## src/rtl/spiflash_seq_pkg.sv

```systemverilog
package spiflash_seq_pkg;
  typedef enum logic [1:0] {
    MD_READ  = 2'd0,
    MD_FAST  = 2'd1,
    MD_WRITE = 2'd2,
    MD_OFF   = 2'd3
  } acc_mode_e;

  typedef enum logic [2:0] {
    ST_IDLE,
    ST_LEAD,
    ST_XFER,
    ST_GAP
  } seq_state_e;

  localparam int unsigned HDR_BYTES = 4;  // opcode + 3 address bytes
endpackage

```

## src/rtl/spiflash_addr_wrap.sv

```systemverilog
module spiflash_addr_wrap #(
  parameter int unsigned AW     = 24,
  parameter int unsigned SEG_AW = 20
) (
  input  logic [AW-1:0] addr_i,
  output logic [AW-1:0] addr_o
);
  localparam logic [AW-1:0] SEG_MASK = AW'((64'd1 << SEG_AW) - 64'd1);

  assign addr_o = addr_i & SEG_MASK;
endmodule

```

## src/rtl/spiflash_byte_shifter.sv

```systemverilog
module spiflash_byte_shifter #(
  parameter int unsigned DIV_W = 4
) (
  input  logic             clk_i,
  input  logic             rst_ni,
  input  logic             start_i,
  input  logic [7:0]       tx_i,
  input  logic [DIV_W-1:0] hd_i,
  input  logic             miso_i,
  output logic             done_o,
  output logic [7:0]       rx_o,
  output logic             sclk_o,
  output logic             mosi_o
);
  logic             active_q;
  logic             sclk_q;
  logic [7:0]       sh_q;
  logic [7:0]       rx_q;
  logic [DIV_W-1:0] cnt_q;
  logic [2:0]       bit_q;
  logic             phase_end;

  assign phase_end = active_q && (cnt_q == hd_i - DIV_W'(1));

  always_ff @(posedge clk_i or negedge rst_ni) begin
    if (!rst_ni) begin
      active_q <= 1'b0;
      sclk_q   <= 1'b0;
      sh_q     <= '0;
      rx_q     <= '0;
      cnt_q    <= '0;
      bit_q    <= '0;
    end else if (start_i) begin
      active_q <= 1'b1;
      sclk_q   <= 1'b0;
      sh_q     <= tx_i;
      cnt_q    <= '0;
      bit_q    <= '0;
    end else if (active_q) begin
      if (phase_end) begin
        cnt_q <= '0;
        if (!sclk_q) begin
          sclk_q <= 1'b1;
          rx_q   <= {rx_q[6:0], miso_i};
        end else begin
          sclk_q <= 1'b0;
          if (bit_q == 3'd7) begin
            active_q <= 1'b0;
          end else begin
            bit_q <= bit_q + 3'd1;
            sh_q  <= {sh_q[6:0], 1'b0};
          end
        end
      end else begin
        cnt_q <= cnt_q + DIV_W'(1);
      end
    end
  end

  assign done_o = phase_end && sclk_q && (bit_q == 3'd7);
  assign rx_o   = rx_q;
  assign sclk_o = sclk_q;
  assign mosi_o = active_q & sh_q[7];

  // data line holds while the clock is high
  a_r8_mosi_stable_high: assert property (@(posedge clk_i) disable iff (!rst_ni)
    (sclk_q && $past(sclk_q)) |-> $stable(mosi_o));
endmodule

```

## src/rtl/spiflash_seq_ctrl.sv

```systemverilog
module spiflash_seq_ctrl
  import spiflash_seq_pkg::*;
#(
  parameter int unsigned DUMMY_W = 3,
  parameter int unsigned DIV_W   = 4,
  parameter int unsigned DATA_W  = 32,
  parameter int unsigned SZ_W    = 3
) (
  input  logic               clk_i,
  input  logic               rst_ni,
  input  logic [1:0]         cfg_mode_i,
  input  logic [7:0]         cfg_cmd_i,
  input  logic [DUMMY_W-1:0] cfg_dummy_i,
  input  logic [DIV_W-1:0]   cfg_div_i,
  input  logic               req_i,
  input  logic               we_i,
  input  logic [23:0]        addr_i,
  input  logic [SZ_W-1:0]    size_i,
  input  logic [DATA_W-1:0]  wdata_i,
  input  logic               sh_done_i,
  input  logic [7:0]         sh_rx_i,
  output logic               sh_start_o,
  output logic [7:0]         sh_tx_o,
  output logic [DIV_W-1:0]   hd_o,
  output logic               cs_no,
  output logic               ready_o,
  output logic [DATA_W-1:0]  rdata_o
);
  localparam int unsigned MAX_BYTES = DATA_W / 8;
  localparam int unsigned MAX_TOT   = HDR_BYTES + (1 << DUMMY_W) - 1 + MAX_BYTES;
  localparam int unsigned IDX_W     = $clog2(MAX_TOT);
  localparam int unsigned JW        = $clog2(MAX_BYTES);

  seq_state_e           state_q;
  logic [IDX_W-1:0]     idx_q, last_q, nidx, dbase, jfull;
  logic [7:0]           cmd_q;
  logic [23:0]          addr_q;
  logic [DATA_W-1:0]    wdata_q, rdata_q;
  logic [DUMMY_W-1:0]   nd_q;
  logic                 rd_q;
  logic [DIV_W-1:0]     hd_q;
  logic [DIV_W:0]       gap_q;
  logic                 cs_n_q, ready_q;

  acc_mode_e            mode;
  logic                 acc_ok;
  logic [SZ_W-1:0]      sz_eff;
  logic [DUMMY_W-1:0]   nd_eff;
  logic [DIV_W-1:0]     hd_eff;

  assign mode   = acc_mode_e'(cfg_mode_i);
  assign acc_ok = ((mode == MD_READ || mode == MD_FAST) && !we_i) ||
                  (mode == MD_WRITE && we_i);
  assign nd_eff = (mode == MD_FAST) ? cfg_dummy_i : '0;
  assign hd_eff = (cfg_div_i < DIV_W'(2)) ? DIV_W'(2) : cfg_div_i;

  always_comb begin
    if (size_i == '0)                        sz_eff = SZ_W'(1);
    else if (size_i > SZ_W'(MAX_BYTES))      sz_eff = SZ_W'(MAX_BYTES);
    else                                     sz_eff = size_i;
  end

  assign nidx  = (state_q == ST_LEAD) ? '0 : idx_q + IDX_W'(1);
  assign dbase = IDX_W'(HDR_BYTES) + IDX_W'(nd_q);
  assign jfull = nidx - dbase;

  always_comb begin
    if (nidx == '0)                  sh_tx_o = cmd_q;
    else if (nidx == IDX_W'(1))      sh_tx_o = addr_q[23:16];
    else if (nidx == IDX_W'(2))      sh_tx_o = addr_q[15:8];
    else if (nidx == IDX_W'(3))      sh_tx_o = addr_q[7:0];
    else if (nidx < dbase)           sh_tx_o = 8'hFF;
    else if (rd_q)                   sh_tx_o = 8'h00;
    else                             sh_tx_o = wdata_q[8*jfull[JW-1:0] +: 8];
  end

  assign sh_start_o = (state_q == ST_LEAD) ||
                      (state_q == ST_XFER && sh_done_i && idx_q != last_q);

  always_ff @(posedge clk_i or negedge rst_ni) begin
    if (!rst_ni) begin
      state_q <= ST_IDLE;
      idx_q   <= '0;
      last_q  <= '0;
      cmd_q   <= '0;
      addr_q  <= '0;
      wdata_q <= '0;
      rdata_q <= '0;
      nd_q    <= '0;
      rd_q    <= 1'b0;
      hd_q    <= DIV_W'(2);
      gap_q   <= '0;
      cs_n_q  <= 1'b1;
      ready_q <= 1'b0;
    end else begin
      ready_q <= 1'b0;
      unique case (state_q)
        ST_IDLE: if (req_i) begin
          hd_q    <= hd_eff;
          rdata_q <= '0;
          if (acc_ok) begin
            cmd_q   <= cfg_cmd_i;
            addr_q  <= addr_i;
            wdata_q <= wdata_i;
            nd_q    <= nd_eff;
            rd_q    <= !we_i;
            last_q  <= IDX_W'(HDR_BYTES - 1) + IDX_W'(nd_eff) + IDX_W'(sz_eff);
            cs_n_q  <= 1'b0;
            state_q <= ST_LEAD;
          end else begin
            ready_q <= 1'b1;
            gap_q   <= {hd_eff, 1'b0} - (DIV_W+1)'(1);
            state_q <= ST_GAP;
          end
        end
        ST_LEAD: begin
          idx_q   <= '0;
          state_q <= ST_XFER;
        end
        ST_XFER: if (sh_done_i) begin
          for (int b = 0; b < MAX_BYTES; b++) begin
            if (rd_q && idx_q >= dbase && (idx_q - dbase) == IDX_W'(b))
              rdata_q[8*b +: 8] <= sh_rx_i;
          end
          if (idx_q == last_q) begin
            cs_n_q  <= 1'b1;
            ready_q <= 1'b1;
            gap_q   <= {hd_q, 1'b0} - (DIV_W+1)'(1);
            state_q <= ST_GAP;
          end else begin
            idx_q <= idx_q + IDX_W'(1);
          end
        end
        ST_GAP: begin
          if (gap_q == '0) state_q <= ST_IDLE;
          else             gap_q   <= gap_q - (DIV_W+1)'(1);
        end
        default: state_q <= ST_IDLE;
      endcase
    end
  end

  assign hd_o    = hd_q;
  assign cs_no   = cs_n_q;
  assign ready_o = ready_q;
  assign rdata_o = rdata_q;

  // completion is a single-cycle pulse
  a_r10_ready_pulse: assert property (@(posedge clk_i) disable iff (!rst_ni)
    ready_q |=> !ready_q);
  // completion only once the flash is deselected
  a_r9_ready_cs_high: assert property (@(posedge clk_i) disable iff (!rst_ni)
    ready_q |-> cs_n_q);
endmodule

```

## src/rtl/spiflash_seq_top.sv

```systemverilog
module spiflash_seq_top
  import spiflash_seq_pkg::*;
#(
  parameter int unsigned SEG_AW  = 20,
  parameter int unsigned DUMMY_W = 3,
  parameter int unsigned DIV_W   = 4,
  parameter int unsigned DATA_W  = 32
) (
  input  logic               clk_i,
  input  logic               rst_ni,
  input  logic [1:0]         cfg_mode_i,
  input  logic [7:0]         cfg_cmd_i,
  input  logic [DUMMY_W-1:0] cfg_dummy_i,
  input  logic [DIV_W-1:0]   cfg_div_i,
  input  logic               req_i,
  input  logic               we_i,
  input  logic [23:0]        addr_i,
  input  logic [2:0]         size_i,
  input  logic [DATA_W-1:0]  wdata_i,
  output logic               ready_o,
  output logic [DATA_W-1:0]  rdata_o,
  output logic               sclk_o,
  output logic               cs_no,
  output logic               mosi_o,
  input  logic               miso_i
);
  logic [23:0]      addr_w;
  logic             sh_start, sh_done;
  logic [7:0]       sh_tx, sh_rx;
  logic [DIV_W-1:0] hd;

  spiflash_addr_wrap #(.AW(24), .SEG_AW(SEG_AW)) u_wrap (
    .addr_i (addr_i),
    .addr_o (addr_w)
  );

  spiflash_seq_ctrl #(
    .DUMMY_W (DUMMY_W),
    .DIV_W   (DIV_W),
    .DATA_W  (DATA_W),
    .SZ_W    (3)
  ) u_ctrl (
    .clk_i       (clk_i),
    .rst_ni      (rst_ni),
    .cfg_mode_i  (cfg_mode_i),
    .cfg_cmd_i   (cfg_cmd_i),
    .cfg_dummy_i (cfg_dummy_i),
    .cfg_div_i   (cfg_div_i),
    .req_i       (req_i),
    .we_i        (we_i),
    .addr_i      (addr_w),
    .size_i      (size_i),
    .wdata_i     (wdata_i),
    .sh_done_i   (sh_done),
    .sh_rx_i     (sh_rx),
    .sh_start_o  (sh_start),
    .sh_tx_o     (sh_tx),
    .hd_o        (hd),
    .cs_no       (cs_no),
    .ready_o     (ready_o),
    .rdata_o     (rdata_o)
  );

  spiflash_byte_shifter #(.DIV_W(DIV_W)) u_shift (
    .clk_i   (clk_i),
    .rst_ni  (rst_ni),
    .start_i (sh_start),
    .tx_i    (sh_tx),
    .hd_i    (hd),
    .miso_i  (miso_i),
    .done_o  (sh_done),
    .rx_o    (sh_rx),
    .sclk_o  (sclk_o),
    .mosi_o  (mosi_o)
  );

  // Deselect time tracker for the gap check
  logic [3:0] hi_cnt_q;
  always_ff @(posedge clk_i or negedge rst_ni) begin
    if (!rst_ni)                     hi_cnt_q <= 4'hF;
    else if (!cs_no)                 hi_cnt_q <= '0;
    else if (hi_cnt_q != 4'hF)       hi_cnt_q <= hi_cnt_q + 4'd1;
  end

  // no clock edges toward a deselected flash
  a_r8_sclk_idle_when_deselected: assert property (@(posedge clk_i) disable iff (!rst_ni)
    cs_no |-> !sclk_o);
  // minimum deselect time, one period at the fastest divider
  a_r9_cs_gap: assert property (@(posedge clk_i) disable iff (!rst_ni)
    $fell(cs_no) |-> (hi_cnt_q >= 4'd4));
endmodule

```

## config.mk

```make
export PLATFORM = sky130hd
export DESIGN_NAME = spiflash_seq_top
export DESIGN_NICKNAME = d
export VERILOG_FILES = /design/src/rtl/spiflash_seq_pkg.sv /design/src/rtl/spiflash_addr_wrap.sv /design/src/rtl/spiflash_byte_shifter.sv /design/src/rtl/spiflash_seq_ctrl.sv /design/src/rtl/spiflash_seq_top.sv
export SDC_FILE = /design/constraint.sdc
export NUM_CORES = 1
export LEC_CHECK = 0
export BUFFER_PORTS_ARGS = -buffer_cell sky130_fd_sc_hd__buf_2
export CORE_AREA = 2 2 141 143
export CTS_BUF_LIST = sky130_fd_sc_hd__clkbuf_16
export DETAILED_ROUTE_END_ITERATION = 10
export DIE_AREA = 0 0 143 145
export PLACE_DENSITY = 0.65
export RECOVER_POWER = 25
export SKIP_LAST_GASP = 1
export SYNTH_ARGS = -nofsm -noshare
export SYNTH_HDL_FRONTEND = slang
export SYNTH_SLANG_ARGS = --single-unit
```

## constraint.sdc

```tcl
create_clock -name clk_i -period 4.1 [get_ports clk_i]
set_input_delay 0.205 -clock clk_i [delete_from_list [all_inputs] [get_ports clk_i]]
set_output_delay 0.205 -clock clk_i [all_outputs]
set_load 0.03 [all_outputs]
```

== Yosys cells after proc, flatten, opt, wreduce, memory -nomap -nowiden ==
Cells that the tools add are included.
Storage, ports and cells
  input bits: 81
  word-level logic and storage cells: 176
  bits in registers: 143
  output and inout port bits: 36
Operators by class
  mux-type cells: 65
  shift operators: 1
  bitwise logic cells: 3
  equal/unequal tests: 28
  order comparisons: 4
  reduce and logical (&&, ||, !) cells: 41
  $add $sub $neg: 12
Operator list (number)
  8-bit two-way mux: 15
  32-bit two-way mux: 2
  32-bit one-hot mux with 2 select lines: 1
  3-bit two-way mux: 12
  32-bit by 6-bit variable part select with 8-bit output: 1
  4-bit two-way mux: 7
  4-bit AND reduction: 7
  5-bit two-way mux: 5
  2-bit != test (second input constant): 10
  1-bit two-way mux: 17
  4-bit by 2-bit == test with 1-bit output (second input constant): 4
  5-bit one-hot mux with 3 select lines: 1
  5-bit by 1-bit subtractor with 5-bit output (second input constant): 3
  1-bit logical AND: 12
  3-bit one-hot mux with 4 select lines: 1
  2-bit nonzero test: 5
  4-bit by 1-bit adder with 4-bit output (second input constant): 2
  4-bit by 1-bit == test with 1-bit output (second input constant): 2
  4-bit == test: 2
  4-bit logical NOT: 2
  4-bit one-hot mux with 2 select lines: 1
  3-bit by 2-bit == test with 1-bit output (second input constant): 2
  3-bit logical NOT: 2
  2-bit by 1-bit != test with 1-bit output (second input constant): 3
  other kinds (29): 35

== Longest topological paths before layout ==
Gate-level depths: netlist of run 1.
  depth after elaboration: 11
  depth in mapped cells: 12
  mapped depth without buffers: 12

== Modules after synthesis ==
Synthesis of run 1 repeated with hierarchy kept, for this count alone.
Unflattened totals
  cells, all modules: 886
  area, all modules: 8109.0 um2
By module, submodules not included
  spiflash_seq_ctrl: area each 6576.3 um2, cells each 743, seq. area each 3030.4 um2, times used 1
  spiflash_byte_shifter: area each 1348.8 um2, cells each 118, seq. area each 625.6 um2, times used 1
  spiflash_addr_wrap: area each 183.9 um2, cells each 25, seq. area each 0.0 um2, times used 1

== Least setup slack after synthesis of run 1 ==
No wires, ideal clock.
  path type: register -> register
  start point: register u_ctrl.idx_q[0]
  end point: register u_ctrl.rdata_q[5], in the netlist u_ctrl.rdata_o[5]
  path buffers: 2
  arrival: 2791 ps
  stages on the path, launching flop included: 13
  period minus slack after synthesis: 2917 ps
  setup time: 126 ps
  slack: 1183 ps
  required time: 3974 ps
  path through: dfrtp_1 -> clkbuf_1 -> inv_1 -> ha_1 -> inv_1 -> fa_1 -> nand4b_1 -> or4_2 -> o311a_2 -> nor3_4 -> buf_6 -> nor2_1 -> a221o_1
Between the ends
  word-level cells in the longest chain between the ends: 5
  elaborated cells between the ends (all ways): 7
  classes of those cells: add/sub (1); order compare (1); eq/ne (1); reduce/logical (4)
RTL lines
  from (decl): RTL line spiflash_seq_ctrl.sv:35  | logic [IDX_W-1:0] idx_q, last_q, nidx, dbase, jfull;
  from (signal assigned): RTL line spiflash_seq_ctrl.sv:131  | idx_q <= idx_q + IDX_W'(1);
  4-bit subtractor / 4-bit >= comparator (equally long branches): RTL line spiflash_seq_ctrl.sv:122  | if (rd_q && idx_q >= dbase && (idx_q - dbase) == IDX_W'(b))
  4-bit logical NOT / 1-bit logical AND (equally long branches): RTL line spiflash_seq_ctrl.sv:122
  1-bit logical AND (*): RTL line spiflash_seq_ctrl.sv:122
  2-bit != test (no source line) (*)
  4-bit AND reduction (no source line) (*)
  to (signal, indexed assignment): RTL line spiflash_seq_ctrl.sv:123  | rdata_q[8*b +: 8] <= sh_rx_i;
  to (decl): RTL line spiflash_seq_ctrl.sv:38  | logic [DATA_W-1:0] wdata_q, rdata_q;
Every way passes the cells marked *; elsewhere a longest branch is shown, timed or not.
A chain may end at the register's enable or synchronous reset.

== Final worst setup path of run 1 ==
  start point: register u_ctrl.idx_q[0]
  end point: register u_ctrl.rdata_q[23], in the netlist u_ctrl.rdata_o[23]
Between the ends
  word-level cells in the longest chain between the ends: 5
  elaborated cells between the ends (all ways): 7
  classes of those cells: add/sub (1); order compare (1); eq/ne (2); reduce/logical (3)
RTL lines (RTL line)
  4-bit subtractor / 4-bit >= comparator (equally long branches): spiflash_seq_ctrl.sv:122
  4-bit by 2-bit == test with 1-bit output / 1-bit logical AND (equally long branches): spiflash_seq_ctrl.sv:122
  1-bit logical AND (*): spiflash_seq_ctrl.sv:122
  2-bit != test (no source line) (*)
  4-bit AND reduction (no source line) (*)
Marked as above.

==> reports/metrics.cfg, run 1 <==
[synthesis]
ys_seq_area_share_pct = 47.3
ys_warn_count = 0
avgSynthCellArea_um2 = 11.0
synth-main-ff-cell = dfrtp_1
synth_edf_count = 0
synth_cells = 686
syn_area_mm2 = 0.00752
synth_top_area_share_pct = 46.6
async_reset_ff_share_pct = 100
yosys-top-cells-area = dfrtp_1 47%, mux2_2 11%, ha_1 3.8%
ys_types = 66
synth_seq_cells = 142
syn-num-nets = 793
synth_top_cell_by_area = dfrtp_1

[floorplan]
dieWidth_um = 143
core_mm2 = 0.0192
core.rowCount = 51
initial_core_util_pct = 39.2
die-area_mm2 = 0.0207
io_pins = 117
chipHeight_um = 145

[cells_and_area]
finalNetCount = 924
final_common_cell = dfrtp_1
layout_common_cells = 140 x dfrtp_1, 86 x buf_2, 72 x mux2_2
area_growth_pct = 22.1
layout-drive-gt1-share_pct = 28.6
multi_input_area_mm2 = 0.00369
fillers = 1766
n_antenna_cell = 0
regArea_mm2 = 0.00356

[pwr]
pwr-share-seq_pct = 45.2
peakVddDrop_mv = 0.259
netSwitchingPower_mw = 0.689
p_clk_share_pct = 51.2
total_power_mw = 3.11
p_int_mw = 2.42
swShare_pct = 22.1
cellLeakagePower_nw = 4.46
p_per_area_mw_per_mm2 = 339
combinationalPowerShare_pct = 3.6

[grt]
grt_usage_pct = 16.9
antenna_found_initial = 0
overflow = 0
grt_max_degree = 75
grt_pass1_wl_mm = 27.9
grt_pass1_vias = 5448

[sta]
tns_ps = 0
slew_viol_final = 0
period_minus_slack_ps = 3100
clock_skew_ps = 7.20
hold_viol_final = 0
rsz0062_at_grt = false
max_freq_mhz = 322
period_share_pct = 75.7
slew_headroom_pct = 21.5
setup_viol = 0
tightest_slew_ps = 1180

[setup_path]
end_kind = flip-flop
crit_type = flip-flop to flip-flop
required_ps = 4400
crit_path_start_kind = flip-flop
worstPathArrival_ps = 3410
cp_max_fo = 9
cp_cell_sequence = inv_1, ha_1, inv_1, fa_1, nand4b_1, or4_2, o311a_2, nor3_4, buf_4, nor2_1, a221o_2
slowest_delay_ps = 540
critPathMostFrequentCell = inv_1
crit_slowest_cell = or4_2

[routing]
firstDrtPassIters = 5
wire_per_inst_um = 15.5
totalWireLength_mm = 17.0
drc_errors = 0
routed_via_density = 5.12
ant_nets = 0
vias = 5603
drtIter0Drc = 320

[cts]
cts_made_buffers = 17
clk_latency_ps = 420
cts_buffer_depth = 2
path_clk_slew_ps = 60
htree_levels = 4
clock-sinks = 142
cts_tree = yes
cts-root-buf = clkbuf_16

[place]
dp_hpwl_mm = 11.7
portBuffers = 112
gp_congestion = 0.789

[min_path]
hold_path_class = primary input to flip-flop

[flow_run]
cap_violations = 0

[run_status]
status = completed

==> synth_stat cells (all sizes together) (13+ instances only) <==
cell type / count
o21ai: 24
ha: 23
nand2: 67
xor2: 13
a221o: 36
clkbuf: 30
mux2: 72
a21oi: 21
inv: 29
dfrtp: 140
nor2: 61
nor2b: 19
nand3: 16
==> cell families (layout without fill, tap and decap cells) <==
group	after synthesis	count (layout)	synth area share, %
AOI/OAI and AO/OA	127	127	12.9
adders and majority gates	26	26	4.62
and+or+nand+nor	218	218	14.8
buffers and inverters	66	210	3.78
muxes	87	87	14.1
xor gates and xnor gates	20	20	2.56
DFF	142	142	47.3
==> critical path: cells and delay by family (launching register included) <==
family	cells	cell delay (ps)
AND/OR/NAND/NOR	4	1110
flip-flops	1	430
buffers and inverters	3	480
AO/OA/AOI/OAI	2	520
adder cells (fa/ha/maj)	2	440
==> power by group through the flow <==
stage / Sequential, mW / Combinational [mW] / Clock [mW]
global placement: 1.43 / 0.0979 / 0
global route: 1.41 / 0.129 / 1.70
finish: 1.41 / 0.114 / 1.59
detailed placement: 1.43 / 0.0979 / 0
CTS: 1.41 / 0.116 / 1.63
floorplan: 1.43 / 0.0200 / 0
==> path summary, 6_finish.rpt <==
| check | from | end | slack (ps) | depth (start not counted) |
|---|---|---|---|---|
| max in group asynchronous | rst_ni | u_ctrl.gap_q[1] | 2770 | 3 |
| worst min-delay path | wdata_i[0] | u_ctrl.wdata_q[0] | 10 | 2 |
| worst max register to register | u_ctrl.idx_q[0] | u_ctrl.rdata_o[23] | 1000 | 11 |
| worst min register to register | u_ctrl.wdata_q[4] | u_ctrl.wdata_q[4] | 500 | 1 |
| worst max-delay path | u_ctrl.idx_q[0] | u_ctrl.rdata_o[23] | 1000 | 11 |
| min in group asynchronous | rst_ni | u_ctrl.wdata_q[13] | 300 | 2 |
==> metal layers <==
| metal | vias to the layer above | routed length (µm) | GRT usage [%] |
|---|---|---|---|
| li1 | 2750 | - | - |
| met1 | 2708 | 8030 | 23.3 |
| met2 | 131 | 8030 | 26.3 |
| met3 | 14 | 833 | 4.69 |
| met4 | 0 | 109 | 4.26 |
| met5 | - | 0 | 0 |
==> sequential cells by signal, summed over array words and instances (netlist names) <==
signal            cells
u_shift.sclk_o        1
u_ctrl.addr_q        20
u_ctrl.ready_o        1
u_ctrl.cmd_q          8
u_shift.sh_q          8
u_ctrl.hd_o           4
u_ctrl.idx_q          4
u_shift.rx_o          8
u_ctrl.nd_q           3
u_ctrl.gap_q          5
u_ctrl.state_q        2
u_ctrl.rdata_o       32
u_shift.bit_q         3
u_ctrl.wdata_q       32
u_ctrl.rd_q           1
u_ctrl.last_q         4
u_shift.cnt_q         4
u_ctrl.cs_no          1
u_shift.active_q      1
==> what timing repair did <==
item,in CTS,in global routing
hold buffers,24,2
setup endpoints to repair,0,0
resized for setup,0,0
endpoints found under the hold margin,78,2
buffers inserted,0,0
==> final cells by class <==
cell class,count,area share [%]
Inverter,29,1.19
Clock inverter,15,2.03
Clock buffer,17,4.63
Multi-Input combinational cell,478,40.2
Timing Repair Buffer,149,9.57
Tap cell,265,3.61
Sequential cell,142,38.7
==> through the flow <==
stage / hold WS (ps) / std cells / setup WS (ps) / area [µm²] / utilization [%]
floorplan: -90.6 / 686 / 1180 / 7520 / -
global placement: 209 / 1037 / 1010 / 8340 / 43.4
detailed placement: 206 / 1037 / 1000 / 8340 / 43.4
CTS: 0.0987 / 1093 / 1000 / 9190 / 47.9
global route: 0.742 / 1095 / 750 / 9180 / 47.8
finish: 15.0 / 1095 / 997 / 9180 / 47.8
(Power assumes the default switching activity.)
==> run 2: changes to the inputs <==
Settings changed: PLACE_DENSITY 0.65 to 0.67.
Clock period 4.1 ns to 2.8 ns, I/O delays scaled along.
==> reports/metrics.cfg, run 2 (synthesized netlist as in run 1, its figures left out) <==
[sta]
slew_headroom_pct = -29.4
period_minus_slack_ps = 2700
tightest_slew_ps = 1940
rsz0062_at_grt = true
period_share_pct = 96.6
clock_skew_ps = 11.6
setup_viol = 0
max_freq_mhz = 370
hold_viol_final = 0
slew_viol_final = 75
setup_ws_ps = 96.5

[cells_and_area]
n_antenna_cell = 0
fillers = 1694
finalNetCount = 986
stdcell_count = 1157
area_growth_pct = 30.8
final_common_cell = dfrtp_1
layout_common_cells = 140 x dfrtp_1, 111 x buf_2, 72 x mux2_2
multi_input_area_mm2 = 0.00375
regArea_mm2 = 0.00356
layout-drive-gt1-share_pct = 33.3
stdcell_area_mm2 = 0.00984

[pwr]
peakVddDrop_mv = 0.405
cellLeakagePower_nw = 4.84
p_per_area_mw_per_mm2 = 448
total_power_mw = 4.41

[place]
gp_congestion = 0.809
dp_hpwl_mm = 12.6
portBuffers = 112
post_dp_cell_area_mm2 = 0.00859
place_inst = 1060
post-place-ws_ps = -92.8

[cts]
htree_levels = 4
cts_made_buffers = 17
cts_buffer_depth = 2
cts_tree = yes
clock-sinks = 142
cts-root-buf = clkbuf_16
path_clk_slew_ps = 70
clk_latency_ps = 440

[routing]
firstDrtPassIters = 5
topRoutingLayerUsed = met4
routed_via_density = 5.13
drc_errors = 0
ant_nets = 0
vias = 5930
met1_length_mm = 8.69
wire_per_inst_um = 16.0
totalWireLength_mm = 18.5
met2WireLength_mm = 8.80
drtIter0Drc = 362
wl_met3_um = 778

[grt]
grt_usage_pct = 18.7
overflow = 0
grt_pass1_vias = 5959
grt_pass1_wl_mm = 30.7
grt_max_degree = 75
antenna_found_initial = 0

[setup_path]
r2r-end = u_shift.sh_q[1]
reg2reg_slack_ps = 100
crit_type = flip-flop to flip-flop
reg2reg_depth = 11
cp_max_fo = 7
r2r-start = u_ctrl.state_q[0]
crit_path_start_kind = flip-flop
required_ps = 3120
end_kind = flip-flop
worstPathArrival_ps = 3030

[min_path]
min_path_cells = 2
hold-path-endpoint = u_ctrl.hd_o[2]
hold_path_class = primary input to flip-flop
min_from = cfg_div_i[2]

[floorplan]
io_pins = 117
core.rowCount = 51
die-area_mm2 = 0.0207
initial_core_util_pct = 39.2
core_mm2 = 0.0192
dieWidth_um = 143
chipHeight_um = 145

[run_status]
violations = capacitance limit, slew limit
status = finished, violations left

[flow_run]
cap_violations = 1

[run 2: changes by cell type in the layout (fill, tap and decap cells not counted), sizes merged]
cell	before	now
bufinv	3	0
clkbuf	42	19
clkinv	7	6
buf	98	145
inv	32	36
dlygate4sd3	26	64
[run 2: timing repair]
action	CTS	global route
hold endpoints to repair	133	0
setup endpoints to repair	6	9
pin swaps	4	4
hold buffers	64	0
resized for setup	3	13
buffers inserted	1	0
[run 2: worst max path at each step]
stage                            from                end  slack [ps]  depth (start not counted)
global placement    u_ctrl.state_q[0]    u_shift.sh_q[2]         -30                         11
global route        u_ctrl.state_q[1]    u_shift.sh_q[6]         -20                         11
finish              u_ctrl.state_q[0]    u_shift.sh_q[1]         100                         11
detailed placement  u_ctrl.state_q[0]    u_shift.sh_q[7]         -90                         10
CTS                 u_ctrl.state_q[1]    u_shift.sh_q[3]       -0.04                         12
floorplan             u_ctrl.idx_q[0]  u_ctrl.rdata_o[5]          40                         12
[run 2: power breakdown]
group / internal, mW / total (mW) / switching [mW]
registers: 2.06 / 2.06 / 0.00376
logic: 0.114 / 0.212 / 0.0974
clock network: 1.16 / 2.14 / 0.978
total: 3.33 / 4.41 / 1.08
[run 2: area by class of cell]
type / count / share of cell area, %
multi-input cells: 478 / 38.1
clock buffers: 17 / 4.32
inverters: 29 / 1.11
clock inverters: 15 / 1.31
repair buffers: 211 / 15.6
flip-flops and latches: 142 / 36.1
well taps: 265 / 3.37
[run 2: critical path: stages (launching register included)]
cell	delay [ps]
dfrtp_1	410
ha_4	190
or2_4	230
ha_2	170
inv_2	50
fa_2	510
buf_4	180
mux4_2	270
nor2b_1	170
o22ai_1	180
nor2_1	60
o22a_1	180
[run 2: through the flow]
step | hold slack [ps] | util (%) | TNS [ps]
after floorplan | -156 | - | 0
after global placement | 219 | 44.7 | -63.5
after detailed placement | 223 | 44.7 | -297
after CTS | 11.0 | 51.0 | -0.0375
after global routing | 27.0 | 51.2 | -65.7
final | 25.0 | 51.2 | 0
[run 2: per-layer routing]
layer	global-route usage (%)	vias to the layer above
met5	0	-
met4	6.14	0
met3	3.89	20
met2	29.7	118
met1	25.6	2917
li1	-	2875
